==> src/rtl/gl_pkg.sv <==
package gl_pkg;
  // synchronizer depth for the external sync inputs
  localparam int SYNC_STAGES = 2;
  // consecutive low samples needed to arm a vertical load
  localparam int VLOW_RUN = 3;

  typedef struct packed {
    logic hfall;  // synchronized falling edge of the horizontal input
    logic vlow;   // synchronized vertical input is low
  } ext_evt_t;
endpackage

==> src/rtl/gl_sync.sv <==
module gl_sync #(
  parameter int N      = 2,
  parameter int STAGES = 2
) (
  input  logic         clk,
  input  logic         rst_n,
  input  logic [N-1:0] d,
  output logic [N-1:0] q
);
  logic [N-1:0] st_q [STAGES];

  for (genvar i = 0; i < STAGES; i++) begin : g_stage
    logic [N-1:0] st_d;
    if (i == 0) begin : g_first
      assign st_d = d;
    end else begin : g_next
      assign st_d = st_q[i-1];
    end
    always_ff @(posedge clk or negedge rst_n) begin
      if (!rst_n) st_q[i] <= '1;
      else        st_q[i] <= st_d;
    end
  end

  assign q = st_q[STAGES-1];
endmodule

==> src/rtl/gl_window.sv <==
module gl_window #(
  parameter int W = 10
) (
  input  logic [W-1:0] cnt,
  input  logic [W-1:0] start,
  input  logic [W-1:0] width,
  output logic         hit
);
  logic [W:0] lo, hi, c;
  always_comb begin
    c   = {1'b0, cnt};
    lo  = {1'b0, start};
    hi  = {1'b0, start} + {1'b0, width};
    hit = (c >= lo) && (c < hi);
  end
endmodule

==> src/rtl/gl_vqual.sv <==
module gl_vqual #(
  parameter int W   = 10,
  parameter int RUN = 3
) (
  input  logic         clk,
  input  logic         rst_n,
  input  logic         en,
  input  logic         vlow,
  input  logic [W-1:0] period,
  input  logic         hstart_next,
  output logic         vapply
);
  localparam int RW = $clog2(RUN + 1);

  logic [W-1:0]  samp_q, samp_d;
  logic [RW-1:0] run_q, run_d;
  logic          armed_q, armed_d;
  logic          tick, arm_set;

  always_comb begin
    tick    = (samp_q == period - 1'b1);
    samp_d  = tick ? '0 : samp_q + 1'b1;
    run_d   = run_q;
    if (tick) begin
      if (!vlow)                  run_d = '0;
      else if (run_q != RW'(RUN)) run_d = run_q + 1'b1;
    end
    arm_set = tick && vlow && (run_q == RW'(RUN - 1)) && en;
    vapply  = armed_q && hstart_next && en;
    if (!en)         armed_d = 1'b0;
    else if (vapply) armed_d = 1'b0;
    else if (arm_set) armed_d = 1'b1;
    else             armed_d = armed_q;
  end

  always_ff @(posedge clk or negedge rst_n) begin
    if (!rst_n) begin
      samp_q  <= '0;
      run_q   <= '0;
      armed_q <= 1'b0;
    end else begin
      samp_q  <= samp_d;
      run_q   <= run_d;
      armed_q <= armed_d;
    end
  end
endmodule

==> src/rtl/genlock_timer.sv <==
module genlock_timer
  import gl_pkg::*;
#(
  parameter int HW = 10,
  parameter int VW = 10
) (
  input  logic          clk,
  input  logic          rst_n,
  input  logic          genlock_en,
  input  logic          interlace,
  input  logic [HW-1:0] h_total,
  input  logic [HW-1:0] h_sync_start,
  input  logic [HW-1:0] h_sync_width,
  input  logic [VW-1:0] v_total,
  input  logic [VW-1:0] v_sync_start,
  input  logic [VW-1:0] v_sync_width,
  input  logic          hsin,
  input  logic          vsin,
  output logic          hsync_n,
  output logic          vsync_n,
  output logic          dot_phase_rst,
  output logic          field_odd,
  output logic [HW-1:0] h_cnt,
  output logic [VW-1:0] v_cnt
);
  logic [1:0]    ext_s;
  ext_evt_t      evt;
  logic          hs_hist_q;
  logic [HW-1:0] h_cnt_q, h_next, h_half;
  logic [VW-1:0] v_cnt_q, v_next;
  logic          field_q, field_d, dot_q;
  logic          hpreset, h_wrap, v_wrap, hstart_next, vapply;
  logic          h_win, v_win, v_first, v_last, late_half, vs_act;

  gl_sync #(.N(2), .STAGES(SYNC_STAGES)) u_sync (
    .clk(clk), .rst_n(rst_n), .d({vsin, hsin}), .q(ext_s)
  );

  assign evt.hfall = hs_hist_q & ~ext_s[0];
  assign evt.vlow  = ~ext_s[1];

  // next-state of the counters
  always_comb begin
    hpreset     = genlock_en & evt.hfall;
    h_wrap      = (h_cnt_q == h_total - 1'b1);
    v_wrap      = (v_cnt_q == v_total - 1'b1);
    if (hpreset)     h_next = h_sync_start;
    else if (h_wrap) h_next = '0;
    else             h_next = h_cnt_q + 1'b1;
    hstart_next = (h_next == h_sync_start);
  end

  gl_vqual #(.W(HW), .RUN(VLOW_RUN)) u_vqual (
    .clk(clk), .rst_n(rst_n), .en(genlock_en), .vlow(evt.vlow),
    .period(h_sync_width), .hstart_next(hstart_next), .vapply(vapply)
  );

  always_comb begin
    if (vapply)      v_next = v_sync_start;
    else if (h_wrap) v_next = v_wrap ? '0 : v_cnt_q + 1'b1;
    else             v_next = v_cnt_q;
    if (!interlace)                    field_d = 1'b0;
    else if (h_wrap && v_wrap && !vapply) field_d = ~field_q;
    else                               field_d = field_q;
  end

  always_ff @(posedge clk or negedge rst_n) begin
    if (!rst_n) begin
      hs_hist_q <= 1'b1;
      h_cnt_q   <= '0;
      v_cnt_q   <= '0;
      field_q   <= 1'b0;
      dot_q     <= 1'b0;
    end else begin
      hs_hist_q <= ext_s[0];
      h_cnt_q   <= h_next;
      v_cnt_q   <= v_next;
      field_q   <= field_d;
      dot_q     <= hpreset;
    end
  end

  // sync decode
  gl_window #(.W(HW)) u_hwin (
    .cnt(h_cnt_q), .start(h_sync_start), .width(h_sync_width), .hit(h_win)
  );
  gl_window #(.W(VW)) u_vwin (
    .cnt(v_cnt_q), .start(v_sync_start), .width(v_sync_width), .hit(v_win)
  );

  always_comb begin
    h_half    = h_total >> 1;
    late_half = (h_cnt_q >= h_half);
    v_first   = (v_cnt_q == v_sync_start);
    v_last    = ({1'b0, v_cnt_q} == {1'b0, v_sync_start} + {1'b0, v_sync_width});
    if (field_q)
      vs_act = (v_win && !(v_first && !late_half)) || (v_last && !late_half);
    else
      vs_act = v_win;
  end

  assign hsync_n       = ~h_win;
  assign vsync_n       = ~vs_act;
  assign dot_phase_rst = dot_q;
  assign field_odd     = field_q;
  assign h_cnt         = h_cnt_q;
  assign v_cnt         = v_cnt_q;
endmodule

==> config.mk <==
export PLATFORM = sky130hd
export DESIGN_NAME = genlock_timer
export DESIGN_NICKNAME = d
export VERILOG_FILES = /design/src/rtl/gl_pkg.sv /design/src/rtl/gl_sync.sv /design/src/rtl/gl_window.sv /design/src/rtl/gl_vqual.sv /design/src/rtl/genlock_timer.sv
export SDC_FILE = /design/constraint.sdc
export NUM_CORES = 1
export LEC_CHECK = 0
export BUFFER_PORTS_ARGS = -buffer_cell sky130_fd_sc_hd__buf_4
export CORE_UTILIZATION = 50
export DETAILED_ROUTE_END_ITERATION = 7
export PLACE_DENSITY = 0.73
export SLEW_MARGIN = 10
export SYNTH_ARGS = -nofsm -noshare
export SYNTH_HDL_FRONTEND = slang
export SYNTH_SLANG_ARGS = --single-unit
==> constraint.sdc <==
create_clock -name clk -period 3.19 [get_ports clk]
set_input_delay 0.1595 -clock clk [delete_from_list [all_inputs] [get_ports clk]]
set_output_delay 0.1595 -clock clk [all_outputs]
set_load 0.02 [all_outputs]
==> key figures, run 1 <==
Timing
  – Slew Viols, Final: 0
  – Max Fclk: 319.4 MHz
  – Slew margin rel.: 60.51%
  – Tcrit/Tclk final: 98.15%
  – RSZ-0062 raised after global routing: yes
  – Final setup margin: 0.05890 ns
  – Final Hold Vio Count: 0
  – Slew @ Worst Pin: 0.5911 ns
  – Setup-failing EPs final: 0
  – Crit path time final: 3.131 ns
  – Clk_skew: 0.01878 ns

Synthesis
  – Synthesized Nets: 728
  – Synth Warn #: 0
  – Share of synthesized registers carrying an async set or reset: 100.0%
  – Post-synth top area cell: ha_1
  – Top cell type's share of synthesized area: 19.57%
  – Most used DFF post-synth: dfrtp_1
  – Synth top area cells: ha_1 20%, dfrtp_1 18%, xnor2_1 8.3%, inv_1 4.6%, xor2_1 4.5%
  – Synth cell types: 62
  – Synth Area per Inst: 8.319 um2
  – Top cells by count, synth: 76 x ha_1, 59 x inv_1, 46 x xnor2_1
  – Post-synth EDFFs: 0
  – Cell with the most instances after synthesis: ha_1
  – Yosys reg bits: 40
  – Syn Std Cell Area: 4858 um2
  – Gate Count Post-Synth: 584
  – Post-synthesis sequential area ratio: 20.73%

Power and ir drop
  – P_int: 0.001636 W
  – Power Total: 0.002811 W
  – Comb power frac: 58.3%
  – Power per standard cell area: 461.1 nW/um2
  – Leak: 2.911 nW
  – Sw Share: 41.80%
  – Sequential power share: 26.3%
  – Clock power frac: 15.4%
  – Psw: 0.001175 W
  – Worst IR Drop VDD: 0.3399 mV

Min path
  – Worst hold stages: 2
  – Hold_sp: interlace
  – Hold EP: field_odd$_DFFE_PN0P_
  – HP Class: in -> reg

Routing
  – Vias: 4687
  – Number of vias per cell: 5.674
  – Routed Wire Length: 12430 um
  – ANT nets after route: 0
  – DRC: 0
  – DRT iter0 DRCs: 222
  – 1st-pass router iterations: 4
  – Wirelength per Cell: 15.04 um

Cells and area
  – Share of layout cells above drive strength 1: 23.39%
  – Final cell count without fillers: 826
  – Final instance area: 6096 um2
  – Area growth from synthesis to layout: 25.47%
  – Filler cell count: 790
  – Layout Utilization: 65.35%
  – # nets final: 840
  – Ant diodes: 0

Worst setup path
  – Reg2reg path depth: 11
  – Most Frequent Cell on Critical Path: a21oi_2
  – Top delay family on crit path: compound AO/OA/AOI/OAI gates
  – Crit path DAT: 2.97 ns
  – CP Capture Type: output pin
  – CP max stage delay: 0.44 ns
  – Flop2flop setup slack: 0.25 ns
  – Worst setup SP type: input port
  – Critical path buffers and inverters: 2
  – Critical-path cell list: buf_4 > ha_1 > a21o_1 > a21oi_2 > o21bai_1 > a21oi_2 > o21bai_1 > a21oi_2 > o21bai_1 > a21oi_1 > xor2_1 > ha_1 > or4_1 > a21oi_2 > o41ai_2 > buf_4
  – R2R Path End: v_cnt[7]$_DFFE_PN0P_
  – Worst-path fanout max: 3
  – Crit path required time: 3.03 ns
  – Critical path type: in -> out
  – Crit-path slowest cell: or4_1
  – R2r startpoint: h_cnt[3]$_DFF_PN0_

Place
  – Port-buffer cells: 89
  – Pre-CTS WS: -0.08077 ns
  – Post-detail-place hpwl: 9903 um
  – Placed Cells incl. Taps: 815
  – Area after DPL: 5819 um2
  – GP Congestion: 0.8759

Floorplanning
  – FP Rows: 35
  – Die Y: 100.6 um
  – Core Area: 9328 um2
  – Initial Utilization: 52.09%
  – Area of the die: 10120 um2
  – Die W: 100.6 um
  – Top-level I/O count: 90

CTS
  – Root buf cell: clkbuf_8
  – H-tree level count: 2
  – Worst-Skew Late Latency: 0.30 ns
  – Setup Buffers After CTS: 0
  – Clock sink count: 40
  – Clock buffer count from CTS: 5
  – Clock buffer depth: 2
  – CTS tree: built
  – Worst-path clk slew: 0.09 ns

GRT
  – Vias in the first global route: 4674
  – Initial antenna violation count: 0
  – Largest net degree at the start of global routing: 41
  – Gr usage total: 25.05%
  – First-pass GRT wire length: 20490 um
  – GRT Residual Overflow: 0

Outcome
  – Status: finished, final reports clean

Flow run
  – Max cap viols: 0
worst max-delay path by stage:
| stage | startpoint | end | slack (ns) | depth (start not counted) |
|---|---|---|---|---|
| after floorplan | v_sync_start[1] | vsync_n | 0.14 | 16 |
| after global placement | v_sync_start[1] | vsync_n | 0.002 | 18 |
| after detailed placement | v_sync_start[0] | vsync_n | -0.08 | 17 |
| after CTS | v_sync_start[0] | vsync_n | -0.004 | 17 |
| after global routing | v_sync_start[0] | vsync_n | -0.11 | 17 |
| final | h_sync_start[1] | hsync_n | 0.06 | 16 |
metal layers:
layer	GRT usage (%)	share of wire [%]	vias up
li1	-	-	2324
met5	0	0	-
met4	6.800	1.5	0
met3	2.497	4.2	17
met1	28.86	43	2218
met2	48.74	52	128
power by group through the flow:
stage          combinational (W)  sequential [W]  clock (W)
6_report                 0.00164        0.000739   0.000434
5_1_grt                  0.00183        0.000753   0.000468
3_3_place_gp             0.00151        0.000748          0
2_1_floorplan           0.000921        0.000851          0
4_1_cts                  0.00160        0.000740   0.000445
3_5_place_dp             0.00158        0.000749          0
worst reg2reg max path: cells and delay by family (launching register included):
kind / cells / cell delay (ns)
xor gates and xnor gates: 2 / 0.30
and+or+nand+nor: 2 / 0.65
AOI/OAI and AO/OA: 5 / 0.98
DFF: 1 / 0.41
buffers and inverters: 2 / 0.47
placed cells by master (no fill, tap or decap), drive strengths merged, types with 11 or more instances in the layout:
cell type | synthesis | layout
a21oi | 39 | 39
nand3 | 16 | 16
dfrtp | 35 | 35
nand4 | 11 | 11
buf | 5 | 115
nand2 | 29 | 29
ha | 76 | 76
xor2 | 25 | 25
nor3 | 19 | 19
xnor2 | 46 | 46
o21ai | 26 | 26
nor2 | 35 | 35
nor3b | 11 | 11
inv | 59 | 60
a21o | 16 | 16
repair_timing:
action | 4_1_cts | 5_1_grt
resized for setup | 6 | 28
setup endpoints to repair | 2 | 8
endpoints found under the hold margin | 37 | 0
hold buffers | 3 | 0
pin swaps | 5 | 16
metrics by stage:
stage	setup TNS, ns	hold slack [ns]
global placement	0	0.1648
detailed placement	-0.1757	0.1745
global route	-0.1977	0.09410
floorplan	0	-0.1361
finish	0	0.1073
CTS	-0.003501	0.1012
sequential cells by signal (all words and copies together) (netlist names):
signal / cells
dot_phase_rst: 1
field_odd: 1
h_cnt: 10
hs_hist_q: 1
u_sync.g_stage.st_d: 2
u_sync.q: 2
u_vqual.armed_q: 1
u_vqual.run_q: 2
u_vqual.samp_q: 10
v_cnt: 10
layout make-up:
cell class / count / area [um2] / area share (%)
Sequential cell: 40 / 1007 / 16.52
Clock buffer: 5 / 68.82 / 1.129
Clock inverter: 3 / 46.29 / 0.7594
Timing Repair Buffer: 118 / 912.1 / 14.96
Tap cell: 129 / 161.4 / 2.648
Multi-Input combinational cell: 471 / 3675 / 60.28
Inverter: 60 / 225.2 / 3.695
kinds of logic (layout without fill, tap and decap cells):
logic type,count (synthesis),count (layout),share of synthesized area (%)
AOI/OAI and AO/OA,150,150,20.65
xor gates and xnor gates,71,71,12.80
adders and majority gates,78,78,20.40
and+or+nand+nor,168,168,18.49
muxes,4,4,0.8756
buffers and inverters,73,186,6.052
DFF,40,40,20.73
Power figures use the tool's default switching activity.
==> run 2: changes to the inputs <==
- PLACE_DENSITY: 0.73 -> unset
- PLACE_DENSITY_LB_ADDON: unset -> 0.15
==> run 2 against run 1 <==
- sequential power barely moved
- routed wire length rose by 0.60%
- critical path type unchanged
- total power fell by 2.4%
- combinational power barely moved
- hold slack got worse by 0.0068 ns
- critical path depth rose by 2
- critical endpoint is now vsync_n
- via count fell by 1.0%
- fmax rose by 0.89%
- non-clock buffer count fell by 4
- final area fell by 0.82%
- register-to-register slack got worse by 0.09 ns
- sequential share of layout area rose by 0.14 points
==> key figures, run 2 (same netlist as run 1, synthesis figures left out) <==
Outcome
  – Status: finished, final reports clean

Timing
  – RSZ-0062 raised after global routing: yes
  – Tcrit/Tclk final: 97.29% (-0.86 points)
  – Clk_skew: 0.01243 ns (-0.006349 ns)
  – Crit path time final: 3.104 ns (-0.02756 ns)
  – Setup TNS: 0 ns (unchanged)
  – Slew Viols, Final: 0 (unchanged)
  – Fin Hold WS: 0.1006 ns (-0.006764 ns)
  – Final setup margin: 0.08646 ns (+0.02756 ns)
  – Final Hold Vio Count: 0 (unchanged)
  – Setup-failing EPs final: 0 (unchanged)
  – Slew margin rel.: 47.91% (-13 points)
  – Slew @ Worst Pin: 0.7754 ns (+0.1843 ns)
  – Max Fclk: 322.2 MHz (+0.89%)

Floorplanning
  – Area of the die: 10120 um2 (unchanged)
  – Core Area: 9328 um2 (unchanged)
  – Die Y: 100.6 um (unchanged)
  – Initial Utilization: 52.09% (unchanged)
  – FP Rows: 35 (unchanged)
  – Top-level I/O count: 90 (unchanged)
  – Die W: 100.6 um (unchanged)

Place
  – GP Congestion: 0.8621 (-1.6%)
  – Port-buffer cells: 89 (unchanged)
  – Pre-CTS WS: -0.1021 ns (-0.02136 ns)
  – Post-detail-place hpwl: 9795 um (-1.1%)

Min path
  – Hold EP: field_odd$_DFFE_PN0P_
  – HP Class: in -> reg
  – Worst hold stages: 2 (unchanged)
  – Hold_sp: interlace

CTS
  – CTS tree: built
  – Clock buffer count from CTS: 5 (unchanged)
  – H-tree level count: 2 (unchanged)
  – Clock buffer depth: 2 (unchanged)
  – Worst-path clk slew: 0.08 ns (about the same)
  – Clock sink count: 40 (unchanged)
  – Root buf cell: clkbuf_8
  – Worst-Skew Late Latency: 0.30 ns (about the same)

Worst setup path
  – Flop2flop setup slack: 0.16 ns (-0.09 ns)
  – Crit path DAT: 2.94 ns (-0.03 ns)
  – Top delay family on crit path: compound AO/OA/AOI/OAI gates
  – R2r startpoint: h_cnt[7]$_DFF_PN0_
  – Critical-path cell list: buf_8 > ha_4 > a21o_1 > a21oi_2 > o21ai_2 > a21oi_2 > o21bai_1 > a21oi_2 > o21bai_1 > a21oi_1 > xor2_1 > ha_1 > nand3_2 > o31a_1 > o31a_1 > o21ai_1 > o41a_1 > buf_6
  – Most Frequent Cell on Critical Path: a21oi_2
  – R2R Path End: field_odd$_DFFE_PN0P_
  – Critical path type: in -> out
  – CP Capture Type: output pin
  – Crit-path slowest cell: ha_1
  – Reg2reg path depth: 11 (unchanged)
  – Crit path required time: 3.03 ns (about the same)
  – CP max stage delay: 0.32 ns (-0.12 ns)
  – Worst setup SP type: input port
  – Worst-path fanout max: 2 (-1)
  – Critical path buffers and inverters: 2 (unchanged)

GRT
  – Grt met2 use: 47.42% (-1.3 points)
  – Met1 Track Usage GR: 29.27% (+0.42 points)
  – GRT Residual Overflow: 0 (unchanged)
  – Initial antenna violation count: 0 (unchanged)
  – Largest net degree at the start of global routing: 41 (unchanged)
  – Vias in the first global route: 4483 (-4.1%)
  – First-pass GRT wire length: 20250 um (-1.2%)
  – Grt met3 use: 2.705% (+0.21 points)
  – Grt peak-use layer: met2
  – Gr usage total: 24.82% (-0.23 points)

Routing
  – Routed Wire Length: 12500 um (+0.60%)
  – Number of vias per cell: 5.642 (-0.56%)
  – 1st-pass router iterations: 5 (+1)
  – Wirelength per Cell: 15.21 um (+1.1%)
  – Vias: 4638 (-1.0%)
  – ANT nets after route: 0 (unchanged)
  – DRT iter0 DRCs: 180 (-19%)
  – DRC: 0 (unchanged)

Power and ir drop
  – Worst IR Drop VDD: 0.3001 mV (-12%)
  – Power per standard cell area: 454.0 nW/um2 (-1.6%)
  – Leak: 2.887 nW (-0.84%)
  – Power Total: 0.002745 W (-2.4%)

Cells and area
  – # nets final: 836 (-0.48%)
  – Share of layout cells above drive strength 1: 23.52% (+0.13 points)
  – Commonest non-fill, non-tap cell in the layout: buf_4
  – Area growth from synthesis to layout: 24.44%
  – Commonest non-fill, non-tap cells in the layout: 108 x buf_4, 73 x ha_1, 58 x inv_1
  – Layout Utilization: 64.82% (-0.54 points)
  – Ant diodes: 0 (unchanged)

Flow run
  – Max cap viols: 0 (unchanged)
==> run 2: where the power goes <==
part,total (W),switching [W],internal (W)
Sequential,0.000742,0.000127,0.000615
Clock,0.000364,0.000191,0.000173
Combinational,0.00164,0.000852,0.000786
Total,0.00274,0.00117,0.00157
==> run 2: worst max path at each step <==
stage	end	slack (ns)	depth (start not counted)	from
final	vsync_n	0.09	18	v_sync_start[1]
after global routing	hsync_n	-0.04	16	h_sync_start[1]
after CTS	hsync_n	0.002	15	h_sync_start[0]
after detailed placement	vsync_n	-0.10	18	v_sync_start[1]
after global placement	vsync_n	0.01	18	v_sync_start[1]
after floorplan	vsync_n	0.14	16	v_sync_start[1]
==> run 2: through the flow <==
stage               cells  instance area [um2]
floorplan             584                 4858
global placement      806                 5752
detailed placement    806                 5752
CTS                   818                 5906
global route          822                 6046
finish                822                 6046
==> run 2: what timing repair did <==
| action | 4_1_cts | 5_1_grt |
|---|---|---|
| endpoints found under the setup margin | 2 | 4 |
| hold buffers | 3 | 0 |
| setup buffers | 1 | 4 |
| hold endpoints to repair | 37 | 0 |
| pin swaps | 5 | 20 |
| gates resized for setup | 6 | 30 |
==> run 2: final cells by class <==
type	instances	area, um2
clock buffers	6	82.58
clock inverters	2	10.01
fillers	822	3282
inverters	60	225.2
multi-input cells	471	3681
flip-flops and latches	40	1007
well taps	129	161.4
repair buffers	114	878.3
==> run 2: layer usage <==
layer	vias to the layer above	routed length [um]
met5	-	0
met4	0	144
met3	15	388
met2	114	6559
met1	2199	5408
li1	2310	-
==> run 3: changes to the inputs <==
- ABC_AREA: unset -> 1
- SLEW_MARGIN: 10 -> 15
==> run 3 against run 2 <==
- clock skew decreased by 0.0076 ns
- non-clock buffer count decreased by 8
- sequential share of layout area decreased by 0.42 points
- via count rose by 11%
- critical path type unchanged
- highest routed layer unchanged
==> key figures, run 3 <==
Outcome
  – Status: finished, final reports clean

Cells and area
  – Share of layout cells above drive strength 1: 18.65% (-4.9 points)
  – # nets final: 974 (+17%)
  – Final cell count without fillers: 964 (+17%)
  – Commonest non-fill, non-tap cell in the layout: nand2_1
  – Final instance area: 6202 um2 (+2.6%)
  – Filler cell count: 916 (+11%)
  – Area growth from synthesis to layout: 20.93%
  – Ant diodes: 0 (unchanged)
  – Commonest non-fill, non-tap cells in the layout: 124 x nand2_1, 101 x inv_1, 100 x buf_4

Worst setup path
  – Reg2reg path depth: 17 (+6)
  – Crit path DAT: 3.01 ns (+0.07 ns)
  – Crit path required time: 3.03 ns (about the same)
  – Critical path type: in -> out
  – Worst-path fanout max: 3 (+1)
  – Worst setup SP type: input port
  – CP Capture Type: output pin

Floorplanning
  – Die W: 103.3 um (+2.7%)
  – Initial Utilization: 51.99% (-0.094 points)
  – Core Area: 9864 um2 (+5.8%)
  – Area of the die: 10670 um2 (+5.5%)
  – Top-level I/O count: 90 (unchanged)
  – FP Rows: 36 (+2.9%)
  – Die Y: 103.3 um (+2.7%)

Synthesis
  – Gate Count Post-Synth: 730 (+25%)
  – Share of synthesized registers carrying an async set or reset: 100.0% (unchanged)
  – Yosys reg bits: 40 (unchanged)
  – Synth Warn #: 0 (unchanged)
  – Post-synthesis sequential area ratio: 19.64% (-1.1 points)
  – Top cells by count, synth: 126 x nand2_1, 102 x inv_1, 81 x nand3_1
  – Synth top area cells: ha_1 19%, dfrtp_1 17%, nand2_1 9.2%, nand3_1 7.9%, inv_1 7.5%
  – Post-synth EDFFs: 0 (unchanged)
  – Synth cell types: 45 (-27%)
  – Top cell type's share of synthesized area: 18.54% (-1.0 points)
  – Cell with the most instances after synthesis: nand2_1
  – Synth Area per Inst: 7.026 um2 (-16%)
  – Syn Std Cell Area: 5129 um2 (+5.6%)
  – Post-synth top area cell: ha_1
  – Synthesized Nets: 874 (+20%)
  – Most used DFF post-synth: dfrtp_1

Power and ir drop
  – Power per standard cell area: 435.6 nW/um2 (-4.0%)
  – Clock power frac: 16.1% (+2.8 points)
  – Psw: 0.001212 W (+3.5%)
  – Leak: 3.266 nW (+13%)
  – P_int: 0.001490 W (-5.3%)
  – Sequential power share: 28.1% (+1.1 points)
  – Power Total: 0.002702 W (-1.6%)
  – Comb power frac: 55.8% (-3.9 points)
  – Worst IR Drop VDD: 0.3086 mV (+2.8%)
  – Sw Share: 44.85% (+2.2 points)

GRT
  – Vias in the first global route: 4843 (+8.0%)
  – Largest net degree at the start of global routing: 41 (unchanged)
  – Initial antenna violation count: 0 (unchanged)
  – GRT Residual Overflow: 0 (unchanged)
  – First-pass GRT wire length: 21540 um (+6.4%)
  – Gr usage total: 25.69% (+0.86 points)

CTS
  – Clock buffer depth: 2 (unchanged)
  – Worst-path clk slew: 0.08 ns (about the same)
  – Clock sink count: 40 (unchanged)
  – Clock buffer count from CTS: 5 (unchanged)
  – Root buf cell: clkbuf_8
  – H-tree level count: 2 (unchanged)
  – CTS tree: built
  – Worst-Skew Late Latency: 0.30 ns (about the same)

Min path
  – Worst hold stages: 3 (+1)
  – HP Class: in -> reg

Routing
  – DRT iter0 DRCs: 221 (+23%)
  – Vias: 5161 (+11%)
  – Routed Wire Length: 13230 um (+5.8%)
  – Number of vias per cell: 5.354 (-5.1%)
  – ANT nets after route: 0 (unchanged)
  – Wirelength per Cell: 13.73 um (-9.7%)
  – 1st-pass router iterations: 6 (+1)
  – DRC: 0 (unchanged)

Place
  – Area after DPL: 5959 um2 (+3.6%)
  – Placed Cells incl. Taps: 950 (+18%)
  – Post-detail-place hpwl: 10980 um (+12%)
  – GP Congestion: 0.8846 (+2.6%)
  – Port-buffer cells: 89 (unchanged)

Timing
  – Max Fclk: 315.1 MHz (-2.2%)
  – Clk_skew: 0.004823 ns (-0.007610 ns)
  – Slew Viols, Final: 0 (unchanged)
  – Setup-failing EPs final: 0 (unchanged)
  – Slew margin rel.: 65.15% (+17 points)
  – Slew @ Worst Pin: 0.5228 ns (-0.2526 ns)
  – Crit path time final: 3.174 ns (+0.07054 ns)
  – Fin Hold WS: 0.1028 ns (+0.002234 ns)
  – RSZ-0062 raised after global routing: yes
  – Tcrit/Tclk final: 99.50% (+2.2 points)
  – Setup TNS: 0 ns (unchanged)
  – Final Hold Vio Count: 0 (unchanged)

Flow run
  – Max cap viols: 0 (unchanged)
-- run 3: path summary, 6_finish.rpt --
path                                                      from                          end  slack, ns
min in group asynchronous                                rst_n  u_vqual.samp_q[1]$_DFF_PN0_       0.36
min reg2reg                u_sync.g_stage[1].st_d[0]$_DFF_PN1_        u_sync.q[0]$_DFF_PN1_       0.36
max reg2reg                                 h_cnt[3]$_DFF_PN0_         v_cnt[5]$_DFFE_PN0P_       0.33
min                                                  interlace        field_odd$_DFFE_PN0P_       0.10
max                                            v_sync_width[2]                      vsync_n       0.02
max in group asynchronous                                rst_n          hs_hist_q$_DFF_PN1_       2.44
-- run 3: cells by family (layout without fill, tap and decap cells) --
group / after synthesis / count (layout) / share of synthesized area (%)
AOI/OAI and AO/OA: 93 / 93 / 10.39
xor gates and xnor gates: 59 / 59 / 10.08
adders and majority gates: 78 / 78 / 19.32
buffers and inverters: 122 / 223 / 9.661
DFF: 40 / 40 / 19.64
and+or+nand+nor: 338 / 338 / 30.91
-- run 3: power groups by stage --
stage               Combinational [W]  Sequential, W  Clock, W
finish                        0.00151       0.000759  0.000434
global route                  0.00173       0.000775  0.000466
CTS                           0.00149       0.000757  0.000444
detailed placement            0.00148       0.000767         0
global placement              0.00143       0.000766         0
floorplan                    0.000963       0.000800         0
-- run 3: final cells by class --
type,instances,area (um2),share of cell area (%)
clock inverter,3,47.55,0.7666
multi-input combinational,568,3689,59.47
tap,133,166.4,2.683
clock buffer,5,68.82,1.110
timing repair buffer,106,814.5,13.13
inverter,109,409.1,6.597
sequential,40,1007,16.24
-- run 3: what timing repair did --
action | CTS | global route
pin swaps | 4 | 16
endpoints found under the setup margin | 1 | 2
endpoints found under the hold margin | 37 | 0
hold buffers | 3 | 0
gates resized for setup | 5 | 13
buffers inserted | 0 | 3
-- run 3: routing by layer --
layer | GRT usage [%] | up-vias | share of wire (%)
met4 | 5.417 | 0 | 1.0
met3 | 2.823 | 11 | 3.9
met2 | 44.92 | 130 | 48
met1 | 34.30 | 2380 | 47
li1 | - | 2640 | -
met5 | 0 | - | 0
-- run 3: critical path: stages --
cell,delay (ns)
buf_6,0.10
ha_4,0.24
a21oi_2,0.16
nand2_2,0.09
a21oi_2,0.17
o21bai_2,0.09
nand2_1,0.07
nand2_1,0.06
a21oi_2,0.15
nor2_1,0.07
o21ai_1,0.12
nand2_1,0.07
xor2_1,0.15
ha_1,0.32
nand2_2,0.09
inv_2,0.03
a221oi_2,0.23
o22ai_1,0.12
o31ai_1,0.27
inv_1,0.10
buf_6,0.14
-- run 3: through the flow --
stage / setup slack, ns / util (%)
after floorplan: 0.3513 / -
after global placement: 0.02978 / 60.41
after detailed placement: -0.1148 / 60.41
after CTS: 0.04025 / 62.16
after global routing: -0.2495 / 62.87
final: 0.01591 / 62.87
